File: config.mk
export PLATFORM = sky130hd
export DESIGN_NAME = uart_err_det
export DESIGN_NICKNAME = d
export VERILOG_FILES = /design/src/rtl/uart_err_pkg.sv /design/src/rtl/uart_sticky_flags.sv /design/src/rtl/uart_brk_det.sv /design/src/rtl/uart_err_det.sv
export SDC_FILE = /design/constraint.sdc
export NUM_CORES = 1
export LEC_CHECK = 0
export CORE_MARGIN = 3
export CORE_UTILIZATION = 41
export CTS_BUF_LIST = sky130_fd_sc_hd__clkbuf_8
export CTS_CLUSTER_DIAMETER = 80
export DETAILED_ROUTE_END_ITERATION = 7
export MAX_ROUTING_LAYER = met4
export PLACE_DENSITY = 0.82
export SYNTH_ARGS = -nofsm -noshare
export SYNTH_HDL_FRONTEND = slang
export SYNTH_SLANG_ARGS = --single-unit
File: constraint.sdc
create_clock -name clk_i -period 1.8 [get_ports clk_i]
set_clock_uncertainty 0.1 [all_clocks]
set_input_delay 0.18 -clock clk_i [delete_from_list [all_inputs] [get_ports clk_i]]
set_output_delay 0.18 -clock clk_i [all_outputs]
set_load 0.01 [all_outputs]
File: src/rtl/uart_err_pkg.sv
package uart_err_pkg;
  localparam int unsigned NFLAG = 3;
  typedef enum int unsigned {
    F_COL = 0,
    F_OVR = 1,
    F_FRM = 2
  } flag_idx_e;
  typedef logic [NFLAG-1:0] flag_vec_t;
endpackage

File: src/rtl/uart_sticky_flags.sv
module uart_sticky_flags #(
  parameter int unsigned N = 3
) (
  input  logic         clk_i,
  input  logic         rst_ni,
  input  logic [N-1:0] set_i,
  input  logic         clr_en_i,
  input  logic [N-1:0] clr_val_i,
  output logic [N-1:0] q_o
);
  for (genvar k = 0; k < N; k++) begin : g_flag
    always_ff @(posedge clk_i or negedge rst_ni) begin
      if (!rst_ni)                          q_o[k] <= 1'b0;
      else if (set_i[k])                    q_o[k] <= 1'b1;
      else if (clr_en_i && !clr_val_i[k])   q_o[k] <= 1'b0;
    end

    p_set_wins_r10: assert property (@(posedge clk_i) disable iff (!rst_ni)
      set_i[k] |=> q_o[k]);
    p_sticky_r8: assert property (@(posedge clk_i) disable iff (!rst_ni)
      (!set_i[k] && !(clr_en_i && !clr_val_i[k])) |=> $stable(q_o[k]));
  end
endmodule

File: src/rtl/uart_brk_det.sv
module uart_brk_det #(
  parameter int unsigned BRK_BITS = 11
) (
  input  logic clk_i,
  input  logic rst_ni,
  input  logic rxd_i,
  input  logic tick_i,
  output logic brk_hit_o,
  output logic brk_o,
  output logic hold_o
);
  localparam int unsigned CW = $clog2(BRK_BITS + 1);
  localparam logic [CW-1:0] LAST = CW'(BRK_BITS - 1);
  localparam logic [CW-1:0] SAT  = CW'(BRK_BITS);

  logic [CW-1:0] cnt_q;
  logic          rxd_q;
  logic          rise;

  assign rise      = rxd_i & ~rxd_q;
  assign brk_hit_o = tick_i & ~rxd_i & (cnt_q == LAST);

  always_ff @(posedge clk_i or negedge rst_ni) begin
    if (!rst_ni) rxd_q <= 1'b1;
    else         rxd_q <= rxd_i;
  end

  // low-run counter, saturating so one break gives one pulse
  always_ff @(posedge clk_i or negedge rst_ni) begin
    if (!rst_ni)                cnt_q <= '0;
    else if (rise)              cnt_q <= '0;
    else if (tick_i) begin
      if (rxd_i)                cnt_q <= '0;
      else if (cnt_q != SAT)    cnt_q <= cnt_q + 1'b1;
    end
  end

  always_ff @(posedge clk_i or negedge rst_ni) begin
    if (!rst_ni) begin
      brk_o  <= 1'b0;
      hold_o <= 1'b0;
    end else begin
      brk_o <= brk_hit_o;
      if (brk_hit_o)  hold_o <= 1'b1;
      else if (rise)  hold_o <= 1'b0;
    end
  end

  p_cnt_bound_r6: assert property (@(posedge clk_i) disable iff (!rst_ni)
    cnt_q <= SAT);
  p_one_pulse_r6: assert property (@(posedge clk_i) disable iff (!rst_ni)
    brk_o |=> !brk_o);
  p_hold_release_r7: assert property (@(posedge clk_i) disable iff (!rst_ni)
    (hold_o && rise) |=> !hold_o);
endmodule

File: src/rtl/uart_err_det.sv
module uart_err_det
  import uart_err_pkg::*;
#(
  parameter int unsigned BRK_BITS = 11
) (
  input  logic       clk_i,
  input  logic       rst_ni,
  input  logic       rxd_i,
  input  logic       bit_tick_i,
  input  logic       stop_stb_i,
  input  logic       rbuf_load_i,
  input  logic       rbuf_read_i,
  input  logic       tx_busy_i,
  input  logic       tbuf_wr_i,
  input  logic       bank_sel_i,
  input  logic [2:0] mode_i,
  input  logic       flag_wr_i,
  input  logic [2:0] flag_wdata_i,
  output logic       tbuf_we_o,
  output logic       txcol_o,
  output logic       rxov_o,
  output logic       fe_o,
  output logic       brk_o,
  output logic       rx_hold_o,
  output logic [2:0] shared_o
);
  flag_vec_t set_v, flags;
  logic      rx_full_q;
  logic      brk_hit;

  uart_brk_det #(.BRK_BITS(BRK_BITS)) u_brk (
    .clk_i     (clk_i),
    .rst_ni    (rst_ni),
    .rxd_i     (rxd_i),
    .tick_i    (bit_tick_i),
    .brk_hit_o (brk_hit),
    .brk_o     (brk_o),
    .hold_o    (rx_hold_o)
  );

  always_ff @(posedge clk_i or negedge rst_ni) begin
    if (!rst_ni) rx_full_q <= 1'b0;
    else         rx_full_q <= rbuf_load_i | (rx_full_q & ~rbuf_read_i);
  end

  assign tbuf_we_o    = tbuf_wr_i & ~tx_busy_i;
  assign set_v[F_COL] = tbuf_wr_i & tx_busy_i;
  assign set_v[F_OVR] = rbuf_load_i & rx_full_q & ~rbuf_read_i;
  assign set_v[F_FRM] = (stop_stb_i & ~rxd_i & ~rx_hold_o) | brk_hit;

  uart_sticky_flags #(.N(NFLAG)) u_flags (
    .clk_i     (clk_i),
    .rst_ni    (rst_ni),
    .set_i     (set_v),
    .clr_en_i  (flag_wr_i & bank_sel_i),
    .clr_val_i (flag_wdata_i),
    .q_o       (flags)
  );

  assign txcol_o  = flags[F_COL];
  assign rxov_o   = flags[F_OVR];
  assign fe_o     = flags[F_FRM];
  assign shared_o = bank_sel_i ? flags : mode_i;

  p_col_flag_r2: assert property (@(posedge clk_i) disable iff (!rst_ni)
    (tbuf_wr_i && tx_busy_i) |=> txcol_o);
  p_ovr_flag_r3: assert property (@(posedge clk_i) disable iff (!rst_ni)
    (rbuf_load_i && rx_full_q && !rbuf_read_i) |=> rxov_o);
  p_brk_fe_r5: assert property (@(posedge clk_i) disable iff (!rst_ni)
    brk_o |-> (fe_o && rx_hold_o));
  p_clr_bank_r9: assert property (@(posedge clk_i) disable iff (!rst_ni)
    (flag_wr_i && !bank_sel_i) |=> (flags & $past(flags)) == $past(flags));
endmodule

=== Word-level counts from Yosys, hierarchy flattened ===
Index checks and enable logic that the tools add are counted.

* Add/sub/neg operators: 1
* $mul: 0
* Divide/modulo/power cells: 0
* Order comparisons: 0
* Equal/unequal tests: 2
* Shift operators: 0
* Multiplexer cells: 13
* Bitwise logic cells: 18
* Reductions and logical operators: 13

{| class="wikitable"
|+ Operators by type and width
! operator !! count
|-
| two-way mux 4 bit || 4
|-
| bitwise AND 1 bit || 11
|-
| nonzero test 2 bit || 5
|-
| two-way mux 1 bit || 8
|-
| inverter 1 bit || 5
|-
| adder 4 x 1 -> 4 bit (second input constant) || 1
|-
| equality test 4 bit (second input constant) || 1
|-
| != test 4 bit (second input constant) || 1
|-
| logical AND 1 bit || 3
|-
| zero test 1 bit || 3
|-
| two-way mux 3 bit || 1
|-
| nonzero test 3 bit || 1
|-
| OR 1 bit || 2
|-
| AND reduction 2 bit || 1
|}

* Register bits after elaboration: 11
* Bits in latches: 0
* RAM bits: 0
* ROM bits: 0
* Word-level logic and storage cells: 55
* Memories: 0

=== Depth between registers and ports, before layout ===
* Depth after elaboration: 5
* Mapped depth: 4

=== Hierarchy ===
A second synthesis with hierarchy kept.

* Cell total of the unflattened synthesis: 50
* Area, all modules: 579.3 um2

{| class="wikitable"
|+ Modules (own cells, without submodules)
! module !! times used !! cells an instance !! area each (um2) !! sequential area each (um2)
|-
| uart_brk_det || 1 || 29 || 356.6 || 176.4
|-
| uart_sticky_flags || 1 || 9 || 116.4 || 75.1
|-
| uart_err_det || 1 || 12 || 106.4 || 25.0
|}

=== Worst setup path before layout ===
OpenSTA, ideal clock, no wires.

* Path kind: reg-to-reg
* Start: register u_brk.cnt_q[0]
* End: register u_brk.cnt_q[0]
* Data arrival time: 1150 ps
* Slack: 425 ps
* Stages on the path, launching flop included: 5
* Period minus slack after synthesis: 1375 ps
* Cell sequence: dfrtp_1 ha_1 nand3b_1 a22oi_2 mux2_2

* Cells in the longest elaborated chain, start to end: 5
* Elaborated cells between the ends (all ways): 8
* Classes of those cells: add/sub (1); eq/ne (1); mux (4); reduce/logical (2)

{| class="wikitable"
|+ Ends and longest elaborated chain
! what !! line !! source
|-
| start, declared || uart_brk_det.sv:16 || <nowiki>logic [CW-1:0] cnt_q;</nowiki>
|-
| start signal, assigned || uart_brk_det.sv:34 || <nowiki>else if (cnt_q != SAT) cnt_q <= cnt_q + 1'b1;</nowiki>
|-
| adder 4 x 1 -> 4 bit || uart_brk_det.sv:34 ||
|-
| two-way mux 4 bit || uart_brk_det.sv:34 ||
|-
| two-way mux 4 bit || uart_brk_det.sv:33 || <nowiki>if (rxd_i) cnt_q <= '0;</nowiki>
|-
| two-way mux 4 bit || uart_brk_det.sv:32 || <nowiki>else if (tick_i) begin</nowiki>
|-
| two-way mux 4 bit || uart_brk_det.sv:31 || <nowiki>else if (rise) cnt_q <= '0;</nowiki>
|}

Several ways; a longest one is shown, not always the timed one. The select of a mux whose other input is x is not followed.
A chain may end at the register's enable or synchronous reset.

=== Final worst setup path ===
* Start: register u_flags.q_o[1]
* End: output shared_o[1]

* Cells in the longest elaborated chain, start to end: 1

{| class="wikitable"
|+ Ends and longest elaborated chain
! what !! line !! source
|-
| start, declared || uart_sticky_flags.sv:9 || <nowiki>output logic [N-1:0] q_o</nowiki>
|-
| start signal, assigned by index || uart_sticky_flags.sv:13 || <nowiki>if (!rst_ni) q_o[k] <= 1'b0;</nowiki>
|-
| start signal, assigned by index || uart_sticky_flags.sv:14 || <nowiki>else if (set_i[k]) q_o[k] <= 1'b1;</nowiki>
|-
| start signal, assigned by index || uart_sticky_flags.sv:15 || <nowiki>else if (clr_en_i && !clr_val_i[k]) q_o[k] <= 1'b0;</nowiki>
|-
| two-way mux 3 bit || uart_err_det.sv:63 || <nowiki>assign shared_o = bank_sel_i ? flags : mode_i;</nowiki>
|-
| end, declared || uart_err_det.sv:25 || <nowiki>output logic [2:0] shared_o</nowiki>
|}

Every way passes these cells.

==> results_dict.tcl <==
set metrics [dict create \
    run_status "finished, final reports clean" \
    grt_use_total_pct 16.95 \
    synth_top_area_share_pct 44.94 \
    remaining_drc_errors 0 \
    wl_met2_microns 709 \
    finalHoldViolCount 0 \
    rsz0062_at_grt "no" \
    row_count 12 \
    cts-root-buf "clkbuf_8" \
    endpoint_kind "output pin" \
    crit_arrival_ns 1.36 \
    peakVddDrop_v 0.0005635 \
    path_class "flip-flop to output pin" \
    syn_area_per_cell_sq_um 10.92 \
    ant_nets 0 \
    setup.worst_path.start_class "flip-flop" \
    crit_fanout 3 \
    synth_edf_count 0 \
    wl_per_cell_microns 13.61 \
    p_leak_nw 0.4179 \
    diodes 0 \
    grt_overflow 0 \
    synthTopCellsByCount "dfrtp_1 (10), nand2_1 (6), inv_1 (5), mux2_2 (5), o21ai_0 (4)" \
    drt_iter0_drc 1 \
    slew_headroom_pct 67.41 \
    finalSetupViolations 0 \
    dieArea_sq_mm 0.001836 \
    cap_violations 0 \
    numCtsBuffers 3 \
    die_h_microns 42.85 \
    yosys_register_bits 11 \
    tightest_slew_ns 0.4874 \
    cts_sinks 11 \
    finalSetupTns_ns 0 \
    gp_congestion 0.6719 \
    drv_slew 0 \
    io_pins 26 \
    grt_pass1_vias 469 \
    fin_crit_sh_pct 91.14 \
    synth_area_leaders "dfrtp_1 (45%), mux2_2 (10%), dfstp_2 (4.7%), ha_1 (4.5%), nand2_1 (4.0%)" \
    synthFlopType "dfrtp_1" \
    dp_hpwl_mm 1.115 \
    synth.net_count 70 \
    grt_max_degree 12 \
    route.met3.wl_microns 80 \
    first_pass_iters 4 \
    synth_area_sq_um 556.8 \
    yosysWarnings 0 \
    highest_layer "met4" \
    syn_inst 51 \
    antenna_found_initial 0 \
    area_growth_pct 58.65 \
    yosys.area.top_type "dfrtp_1" \
    postRouteWirelength_mm 1.307 \
    clkLatencyLatePin_ns 0.24 \
    cts_tree "built" \
    hp-class "primary input to async pin" \
    portBuffers 25 \
    path_clk_slew_ns 0.05 \
    dp_slack_ns -0.02441 \
    timing.fmax_mhz 609.6 \
    fin_util_pct 74.47 \
    coreArea_sq_mm 0.001186 \
    initial_core_util_pct 46.94 \
    cts_setup_buffers 0 \
    final_nets 102 \
    finalPower_w 0.0006872 \
    cp.required_ns 1.52 \
    cts_htree_levels 1 \
    setup_ws_ns 0.1596 \
    wl_met1_microns 470 \
    via_per_inst 4.969 \
    grt_pass1_wl_mm 2.111 \
    vias 477 \
    ys_types 20 \
    yosysSeqAreaShare_pct 49.66 \
    period_minus_slack_ns 1.640 \
    yosysMostFrequentCell "dfrtp_1" \
    cts_buffer_depth 2 \
    die_x_microns 42.85 \
    synth_async_sr_flop_share_pct 100.0 \
    powerDensity_mw_per_mm2 778.0 \
    drive_above_1_share_pct 15.85 \
]
-- routing by layer --
metal | track usage [%] | vias to the layer above
li1 | - | 238
met1 | 16.67 | 219
met2 | 26.95 | 14
met3 | 8.051 | 6
met4 | 9.938 | 0
met5 | - | -
-- worst paths after layout --
path	cells past startpoint	startpoint	slack, ns	to
max	2	u_flags.q_o[1]	0.16	shared_o[1]
min reg2reg	1	u_brk.hold_o	0.42	u_flags.q_o[2]
max in group asynchronous	1	rst_ni	1.08	u_brk.rxd_q
max reg2reg	4	u_brk.cnt_q[0]	0.30	u_brk.cnt_q[0]
min	1	rst_ni	0.17	u_flags.q_o[0]
min in group clk_i	3	tbuf_wr_i	0.39	u_flags.q_o[0]
-- cell families after synthesis --
logic type,synth area share [%]
AND/OR/NAND/NOR,17.30
flip-flops,49.66
buffers and inverters,3.371
adder cells (fa/ha/maj),4.494
AO/OA/AOI/OAI,13.26
multiplexers,11.91
-- layout make-up --
| class | instances | area [sq um] |
|---|---|---|
| inverter | 5 | 18.77 |
| multi-input combinational | 35 | 261.5 |
| clock buffer | 3 | 41.29 |
| sequential | 11 | 276.5 |
| clock inverter | 1 | 3.754 |
| tap | 14 | 17.52 |
| timing repair buffer | 27 | 264.0 |
| fill | 96 | 302.8 |
-- power by group --
part	switching (W)	internal [W]
registers	0.0000211	0.000272
logic	0.0000571	0.000100
clock network	0.0000871	0.000149
-- stage by stage --
stage          hold WS, ns  cells  cell area [sq um]
2_1_floorplan      -0.2156     51              556.8
4_1_cts             0.1839     96              883.3
3_3_place_gp        0.3647     92              839.6
3_5_place_dp        0.4211     92              839.6
5_1_grt             0.1940     96              883.3
6_report            0.1741     96              883.3
-- repair_timing --
action	CTS	global route
endpoints found under the setup margin	3	0
hold buffers	0	0
resized for setup	1	0
-- worst max-delay path, cell delays in order, from the launching register on --
cell and delay, ns:
dfrtp_1 0.39, mux2_2 0.26, clkdlybuf4s50_1 0.48
-- sequential cells by signal (all words and copies together), names as in the netlist --
name          count
u_flags.q_o       3
u_brk.hold_o      1
u_brk.cnt_q       4
u_brk.brk_o       1
rx_full_q         1
u_brk.rxd_q       1
-- cells in the final DEF (no fill, tap or decap), types with 2 or more instances in the layout --
master	count
a21o_1	2
buf_4	2
clkbuf_8	3
clkdlybuf4s50_1	24
dfrtp_1	10
ha_1	2
inv_1	6
mux2_2	5
nand2_1	6
nand3_1	2
nor2_1	2
nor2b_1	3
o21ai_0	4
(Power assumes the default switching activity.)
